[src/rtl/pdg_pkg.sv]
// Shared definitions for the triggered delay generator.
// Assumes: one clock domain, all inputs synchronous to it.
package pdg_pkg;
    // Number of independent delay compare channels
    localparam int unsigned NUM_DLY = 2;
    // Index of the channel that opens the window
    localparam int unsigned CH_SET  = 0;
    // Index of the channel that closes the window
    localparam int unsigned CH_CLR  = 1;

    typedef enum logic {
        SRC_INTERNAL = 1'b0,
        SRC_EXTERNAL = 1'b1
    } trig_src_e;
endpackage

[src/rtl/trig_front.sv]
// Trigger front end: picks one of two trigger lines and flags its rising edge.
// Assumes: both lines already synchronous to clk.
module trig_front
    import pdg_pkg::*;
(
    input  logic      clk,
    input  logic      rst_n,
    input  trig_src_e src,
    input  logic      line_int,
    input  logic      line_ext,
    output logic      level,
    output logic      rise
);
    logic level_q;

    // Source mux
    assign level = (src == SRC_EXTERNAL) ? line_ext : line_int;

    // Remember previous level of the selected line for edge detection
    always_ff @(posedge clk) begin
        if (!rst_n) level_q <= 1'b0;
        else        level_q <= level;
    end

    assign rise = level & ~level_q;
endmodule

[src/rtl/span_counter.sv]
// Span counter: starts at zero on a start pulse, counts to a modulo, then
// either wraps (continuous) or parks idle (single-shot). Starts that arrive
// while running are ignored. A hold input forces it idle.
// Assumes: modulo is stable while running.
module span_counter #(
    parameter int unsigned CNT_W = 16
) (
    input  logic             clk,
    input  logic             rst_n,
    input  logic             start,
    input  logic             hold,
    input  logic             wrap_en,
    input  logic [CNT_W-1:0] last_val,
    output logic             running,
    output logic [CNT_W-1:0] count
);
    localparam logic [CNT_W-1:0] ONE = CNT_W'(1);

    // Run/stop control and count progression
    always_ff @(posedge clk) begin
        if (!rst_n || hold) begin
            running <= 1'b0;
            count   <= '0;
        end else if (!running) begin
            if (start) begin
                running <= 1'b1;
                count   <= '0;
            end
        end else if (count == last_val) begin
            if (wrap_en) count   <= '0;
            else         running <= 1'b0;
        end else begin
            count <= count + ONE;
        end
    end
endmodule

[src/rtl/dly_match.sv]
// Delay compare bank: one equality match per channel against the running
// count; a match only counts while the counter is running.
// Assumes: delays are stable while running.
module dly_match #(
    parameter int unsigned CNT_W = 16,
    parameter int unsigned NCH   = 2
) (
    input  logic                      running,
    input  logic [CNT_W-1:0]          count,
    input  logic [NCH-1:0][CNT_W-1:0] delays,
    output logic [NCH-1:0]            hit
);
    // One comparator per channel
    for (genvar ch = 0; ch < NCH; ch++) begin : g_ch
        assign hit[ch] = running && (count == delays[ch]);
    end
endmodule

[src/rtl/window_gen.sv]
// Window register: set by one pulse, cleared by another; clear wins, and a
// force-clear input holds it low.
// Assumes: set and clr are single-cycle strobes.
module window_gen (
    input  logic clk,
    input  logic rst_n,
    input  logic force_clr,
    input  logic set,
    input  logic clr,
    output logic win
);
    // Set/clear level with clear priority
    always_ff @(posedge clk) begin
        if (!rst_n || force_clr) win <= 1'b0;
        else if (clr)            win <= 1'b0;
        else if (set)            win <= 1'b1;
    end
endmodule

[src/rtl/trig_delay_gen.sv]
// Triggered dual delay generator top: trigger select and edge detect, span
// counter, two delay compares, OR output, window output and bypass path.
// Assumes: mode and delay inputs change only while the counter is idle.
module trig_delay_gen
    import pdg_pkg::*;
#(
    parameter int unsigned CNT_W = 16
) (
    input  logic             clk,
    input  logic             rst_n,
    input  logic             trig_sel,
    input  logic             trig_int,
    input  logic             trig_ext,
    input  logic             continuous,
    input  logic             bypass,
    input  logic [CNT_W-1:0] modulo,
    input  logic [CNT_W-1:0] delay_a,
    input  logic [CNT_W-1:0] delay_b,
    output logic             pulse_a,
    output logic             pulse_b,
    output logic             pulse_or,
    output logic             window
);
    logic                          trig_lvl;
    logic                          trig_rise;
    logic                          cnt_run;
    logic [CNT_W-1:0]              cnt_val;
    logic [NUM_DLY-1:0][CNT_W-1:0] dly_vec;
    logic [NUM_DLY-1:0]            dly_hit;
    logic [NUM_DLY-1:0]            out_vec;

    trig_front u_front (
        .clk      (clk),
        .rst_n    (rst_n),
        .src      (trig_src_e'(trig_sel)),
        .line_int (trig_int),
        .line_ext (trig_ext),
        .level    (trig_lvl),
        .rise     (trig_rise)
    );

    span_counter #(.CNT_W(CNT_W)) u_cnt (
        .clk      (clk),
        .rst_n    (rst_n),
        .start    (trig_rise),
        .hold     (bypass),
        .wrap_en  (continuous),
        .last_val (modulo),
        .running  (cnt_run),
        .count    (cnt_val)
    );

    assign dly_vec[CH_SET] = delay_a;
    assign dly_vec[CH_CLR] = delay_b;

    dly_match #(.CNT_W(CNT_W), .NCH(NUM_DLY)) u_match (
        .running (cnt_run),
        .count   (cnt_val),
        .delays  (dly_vec),
        .hit     (dly_hit)
    );

    window_gen u_win (
        .clk       (clk),
        .rst_n     (rst_n),
        .force_clr (bypass),
        .set       (dly_hit[CH_SET]),
        .clr       (dly_hit[CH_CLR]),
        .win       (window)
    );

    // Bypass selects the raw trigger level for every pulse channel
    assign out_vec  = bypass ? {NUM_DLY{trig_lvl}} : dly_hit;
    assign pulse_a  = out_vec[CH_SET];
    assign pulse_b  = out_vec[CH_CLR];
    assign pulse_or = |out_vec;
endmodule

[config.mk]
export PLATFORM = sky130hd
export DESIGN_NAME = trig_delay_gen
export DESIGN_NICKNAME = d
export VERILOG_FILES = /design/src/rtl/pdg_pkg.sv /design/src/rtl/trig_front.sv /design/src/rtl/span_counter.sv /design/src/rtl/dly_match.sv /design/src/rtl/window_gen.sv /design/src/rtl/trig_delay_gen.sv
export SDC_FILE = /design/constraint.sdc
export NUM_CORES = 1
export LEC_CHECK = 0
export CAP_MARGIN = 30
export CORE_ASPECT_RATIO = 1.4
export CORE_MARGIN = 3
export CORE_UTILIZATION = 46
export CTS_BUF_LIST = sky130_fd_sc_hd__clkbuf_2 sky130_fd_sc_hd__clkbuf_4 sky130_fd_sc_hd__clkbuf_8
export CTS_CLUSTER_DIAMETER = 200
export CTS_CLUSTER_SIZE = 8
export DETAILED_ROUTE_END_ITERATION = 16
export PLACE_DENSITY = 0.84
export RECOVER_POWER = 50
export SLEW_MARGIN = 20
export SYNTH_ARGS = -nofsm -noshare
export SYNTH_HDL_FRONTEND = slang
export SYNTH_HIERARCHICAL = 1
export SYNTH_SLANG_ARGS = --single-unit
[constraint.sdc]
create_clock -name clk -period 2.4 [get_ports clk]
set_input_delay 0.6 -clock clk [delete_from_list [all_inputs] [get_ports clk]]
set_output_delay 0.6 -clock clk [all_outputs]
set_load 0.05 [all_outputs]
### After elaboration in Yosys (flattened, before gate mapping)

Cells that the tools add are included.

* output and inout port bits: 4
* flip-flop bits (word level): 19
* logic and storage cells: 29
* bits of input ports: 55

* reductions and logical operators: 8
* $add $sub $neg: 1
* bitwise gates (word level): 2
* multiplexer cells: 10
* equal/unequal tests: 4

Operator list (count)
* 2-to-1 mux 16 bit: 4
* equality test 16 bit: 3
* adder 16 x 1 -> 16 bit, second input constant: 1
* 2-to-1 mux 1 bit: 5
* OR reduction 2 bit: 2
* inequality test 3 bit, second input constant: 1
* logical AND 1 bit: 2
* 2-to-1 mux 2 bit: 1
* AND reduction 2 bit: 1
* nonzero test 2 bit: 1
* bitwise AND 1 bit: 1
* logical NOT 1 bit: 1
* logical OR 1 bit: 1
* NOT 1 bit: 1

### Logic depth before layout (Yosys ltp)

* depth after elaboration: 4
* depth in mapped cells: 7
* depth with buffers taken out: 6

### Hierarchy

Netlist, hierarchy kept.

Modules (own cells, without submodules)
* span_counter: seq. area each 340.3 sq um, area each 1132.3 sq um, cells each 127, times used 1
* dly_match: seq. area each 0.0 sq um, area each 362.8 sq um, cells each 44, times used 1
* trig_front: seq. area each 20.0 sq um, area each 43.8 sq um, cells each 5, times used 1
* window_gen: seq. area each 20.0 sq um, area each 38.8 sq um, cells each 3, times used 1
* trig_delay_gen: seq. area each 0.0 sq um, area each 32.5 sq um, cells each 7, times used 1

### Worst setup path before layout

OpenSTA, ideal clock, no wires.

* path type: input port to output port
* from: input delay_b[15]
* to: output pulse_b
* arrival time: 2591 ps
* data required time: 1800 ps
* slack: -791 ps
* stages: 6
* cells stage by stage: xor2_1 nor4_1 nand4_1 nor4_2 inv_1 o21ai_0

* word-level cells in the longest chain between the ends: 3

RTL lines
* start: declaration: RTL line trig_delay_gen.sv:18 `input logic [CNT_W-1:0] delay_b,`
* equality test 16 bit: RTL line dly_match.sv:15 `assign hit[ch] = running && (count == delays[ch]);`
* logical AND 1 bit: RTL line dly_match.sv:15
* named net dly_hit[1]: RTL line trig_delay_gen.sv:29 `logic [NUM_DLY-1:0] dly_hit;`
* 2-to-1 mux 2 bit: RTL line trig_delay_gen.sv:73 `assign out_vec = bypass ? {NUM_DLY{trig_lvl}} : dly_hit;`
* end: declaration: RTL line trig_delay_gen.sv:20 `output logic pulse_b,`

The timed path passes the listed nets, and every way through them passes these cells.

### Worst setup path in the final report

* from: input delay_a[11]
* to: output pulse_or

* word-level cells in the longest chain between the ends: 4

RTL lines
* start: declaration: RTL line trig_delay_gen.sv:17 `input logic [CNT_W-1:0] delay_a,`
* equality test 16 bit: RTL line dly_match.sv:15
* logical AND 1 bit: RTL line dly_match.sv:15
* named net dly_hit[0]: RTL line trig_delay_gen.sv:29
* 2-to-1 mux 2 bit: RTL line trig_delay_gen.sv:73
* OR reduction 2 bit: RTL line trig_delay_gen.sv:76 `assign pulse_or = |out_vec;`
* end: declaration: RTL line trig_delay_gen.sv:21 `output logic pulse_or,`

The timed path passes the listed nets, and every way through them passes these cells.

==> results.txt <==
In this run the tool buffered the top-level ports with 58 buffer cells. The worst endpoint required time came out at 1.80 ns. The worst supply voltage drop on vdd is 0.325 mV. The number of cells produced by synthesis came out at 186. The pin count of the biggest net entering global routing is 16. The total wire length is 5910 um.

Setup repair after global routing could not meet its margin everywhere. By area the synthesized netlist is led by sky130_fd_sc_hd__dfxtp_1 24%, sky130_fd_sc_hd__xnor2_1 22%, sky130_fd_sc_hd__xor2_1 4.9%. The worst-margin pin slew came out at 0.500 ns. The level count of the clock H-tree came out at 1. The floorplan step defined a die boundary enclosing 4260 sq um. The top-level I/O count is 59.

The setup check on the worst reg-to-reg path leaves a slack of 0.17 ns. The count of flip-flops with a built-in enable after synthesis came out at 0. For this configuration, the core starts out at a cell density of 49.7%. The maximum fanout along the worst path is 3.

TritonCTS built the clock tree. The iteration count of the initial detailed-routing pass came out at 4. The clock skew after layout is 0.00428 ns. The power density relative to cell area came out at 305 nW/um^2. The area growth from synthesis to layout is 61.0%. The cell area after placement is 2470 sq um. The synthesized area per cell is 8.66 sq um.

In the post-synthesis netlist, the cell with the most instances is sky130_fd_sc_hd__xnor2_1. The final critical-path share of the clock period is 117%. STA classifies the critical path startpoint as an input port. The initial antenna violation count came out at 0.

The cell leakage power is 1.02 nW. The aggregate global-route resource usage is 27.0%. The portion of synthesized cell area occupied by the leading cell type came out at 23.6%. The number of rows in the core area came out at 24. Tracing the worst setup path back leads to its startpoint at delay_a[11].

The number of placed instances, taps included, is 303. The total number of clock tree sinks is 19. At the placement stage, the worst setup path has a slack of -0.626 ns. In this run the critical register-to-register path is launched from u_cnt/count[0]$_SDFFE_PP0P_. After routing the design area is 2590 sq um. The final reports fail on negative setup slack. The wire-length estimate of the detail-placed layout is 4210 um. In this run the most critical hold path is launched from u_cnt/count[15]$_SDFFE_PP0P_. The element type at the critical path end is an output port. After detailed routing, the average wire length per cell comes to 19.1 um. Across all setup checks in the final design, the least slack found is -0.397 ns. In the synthesized netlist the dominant register cell turns out to be sky130_fd_sc_hd__dfxtp_1. The arrival time at the worst endpoint came out at 2.20 ns.

The source-to-sink clock delay at the later pin of the worst-skew pair came out at 0.26 ns. The min-delay analysis places its worst path in the category flop to flop. In the synthesized netlist, the cells that appear most often are 40 x sky130_fd_sc_hd__xnor2_1, 19 x sky130_fd_sc_hd__dfxtp_1, 12 x sky130_fd_sc_hd__nand4_1. The via count of the first global-routing pass is 1,881. The number of nets handed over by synthesis was 242. Global routing consumed, on the met3 layer, 4.75% of the routing resources. Cells with a size suffix above 1 make up 25.8% of the layout. The clock-pin slew on the worst setup and hold paths is 0.07 ns. The setup TNS is -1.08 ns. The number of distinct library cell variants in the gate-level netlist after synthesis is 41. Summed over all layers, the global routing overflow is 0. For this block, the initial DRC count from the detailed router was 140.

The number of buffers between clock root and the deepest sink came out at 2. After global routing, the most crowded layer is met2. The cell type with the highest aggregate area in the netlist is sky130_fd_sc_hd__dfxtp_1. The critical path class is input port to output port. The sum of internal, switching and leakage power is 790 uW. For this run, global-route usage on met1 was measured as 30.0%. The total number of nets in the final design is 328. The final number of hold-violating endpoints is 0.

The count of inserted antenna diode cells is 0. The flow ran to the end, but the final reports show violations. The core box area came out at 3240 sq um.

The worst relative slew slack came out at 66.6%. The fraction of synthesis flops using an asynchronous set or reset pin came out at 0%. The number of nets with antenna violations after detailed routing came out at 0. The count of warnings emitted by yosys came out at 6. The tool flagged a number of max-cap violations equal to 0. The cell sitting at the root of the clock tree is a sky130_fd_sc_hd__clkbuf_8. The count of placed standard cells in the final layout, fillers left out is 310. The die extent in x came out at 56.0 um. After detailed routing, the number of remaining DRC violations is 0. The average vias per placed instance is 5.87. The routability congestion estimate from global placement is 0.840. The maximum operating frequency is 358 MHz. The first global-routing pass estimated 9110 um of wire. Summing the sequential cell areas from Yosys gives 23.6% of the chip area. Setup violations remaining at the end of the flow were counted as 3. The max-slew violation total from the final report came out at 0. The routed layout has 1,819 vias. The post-synthesis instance area came out at 1610 sq um. The number of buffers inserted during clock tree synthesis came out at 3. The flip-flop and latch count after synthesis is 19. The height of the die came out at 76.0 um. The final period demand of the worst path came out at 2.80 ns. The met2 demand-to-capacity share in global routing is 47.7%.
placed cells by master, fill, tap and decap left out, types with 3 or more instances in the layout:
master,instances
sky130_fd_sc_hd__o21ai_0,7
sky130_fd_sc_hd__nor2_1,3
sky130_fd_sc_hd__clkdlybuf4s15_1,4
sky130_fd_sc_hd__nand2_1,6
sky130_fd_sc_hd__buf_6,5
sky130_fd_sc_hd__xnor2_1,38
sky130_fd_sc_hd__dfxtp_1,17
sky130_fd_sc_hd__nor3_1,4
sky130_fd_sc_hd__a21o_1,6
sky130_fd_sc_hd__dlygate4sd2_1,18
sky130_fd_sc_hd__xor2_2,4
sky130_fd_sc_hd__nand4_1,12
sky130_fd_sc_hd__nand3_1,8
sky130_fd_sc_hd__a21oi_1,5
sky130_fd_sc_hd__clkbuf_8,3
sky130_fd_sc_hd__or3_1,5
sky130_fd_sc_hd__and2_1,4
sky130_fd_sc_hd__buf_4,28
sky130_fd_sc_hd__nor4_1,5
sky130_fd_sc_hd__clkdlybuf4s50_1,22
sky130_fd_sc_hd__a221o_1,4
sky130_fd_sc_hd__o21ai_4,3
sky130_fd_sc_hd__buf_12,4
sky130_fd_sc_hd__xnor2_2,3
sky130_fd_sc_hd__xor2_1,5
sky130_fd_sc_hd__a211oi_1,4
sky130_fd_sc_hd__inv_1,4
repair_timing:
item                                    4_1_cts  5_1_grt
pin swaps                                    32       22
endpoints found under the setup margin        3        6
cloned                                        0        0
hold buffers                                  0        0
buffers inserted                              2        1
resized for setup                            62       15
critical path, stage by stage:
cell	delay [ns]
sky130_fd_sc_hd__buf_6	0.09
sky130_fd_sc_hd__xor2_1	0.14
sky130_fd_sc_hd__nor4_1	0.41
sky130_fd_sc_hd__nand4_1	0.25
sky130_fd_sc_hd__nor4_4	0.31
sky130_fd_sc_hd__nor2_2	0.09
sky130_fd_sc_hd__o21ai_4	0.15
sky130_fd_sc_hd__buf_12	0.15
power breakdown:
part	total [mW]	internal (mW)	leakage, nW	switching (mW)
Sequential	0.322	0.318	0.154	0.00396
Combinational	0.227	0.130	0.843	0.0970
Clock	0.242	0.130	0.0262	0.112
Total	0.790	0.577	1.02	0.213
registers in the layout, summed over array words and instances, names as in the netlist:
register         count
u_cnt/count         16
u_cnt/running        1
u_front/level_q      1
u_win/win            1
metal layers:
| metal | routed length (um) | up-vias |
|---|---|---|
| met2 | 3120 | 85 |
| met1 | 2210 | 870 |
| met4 | 189 | 0 |
| met3 | 389 | 20 |
| met5 | 0 | - |
| li1 | - | 844 |
cell type report:
class                   count  area [sq um]
multi-input cells         154          1270
clock buffers               4          48.8
inverters                   6          22.5
flip-flops and latches     19           383
repair buffers             88           822
fillers                   187           651
well taps                  39          48.8
kinds of logic after synthesis:
family	count (synthesis)	synth area share [%]
flip-flops	19	23.6
multiplexers	3	1.94
adder cells (fa/ha/maj)	1	0.777
AO/OA/AOI/OAI	36	16.8
XOR/XNOR	50	27.7
AND/OR/NAND/NOR	64	25.0
buffers and inverters	13	4.20
final timing paths:
kind         depth (start not counted)                            to
max                                  8                      pulse_or
min                                  1  u_cnt/count[15]$_SDFFE_PP0P_
max reg2reg                          6  u_cnt/count[10]$_SDFFE_PP0P_
min reg2reg                          1  u_cnt/count[15]$_SDFFE_PP0P_
per-stage QoR:
stage | util [%] | hold slack [ns]
floorplan | - | 0.546
global placement | 76.3 | 0.520
detailed placement | 76.3 | 0.538
CTS | 78.8 | 0.548
global route | 79.9 | 0.583
finish | 79.9 | 0.575
Note: power is estimated with default switching activity, not from simulation.
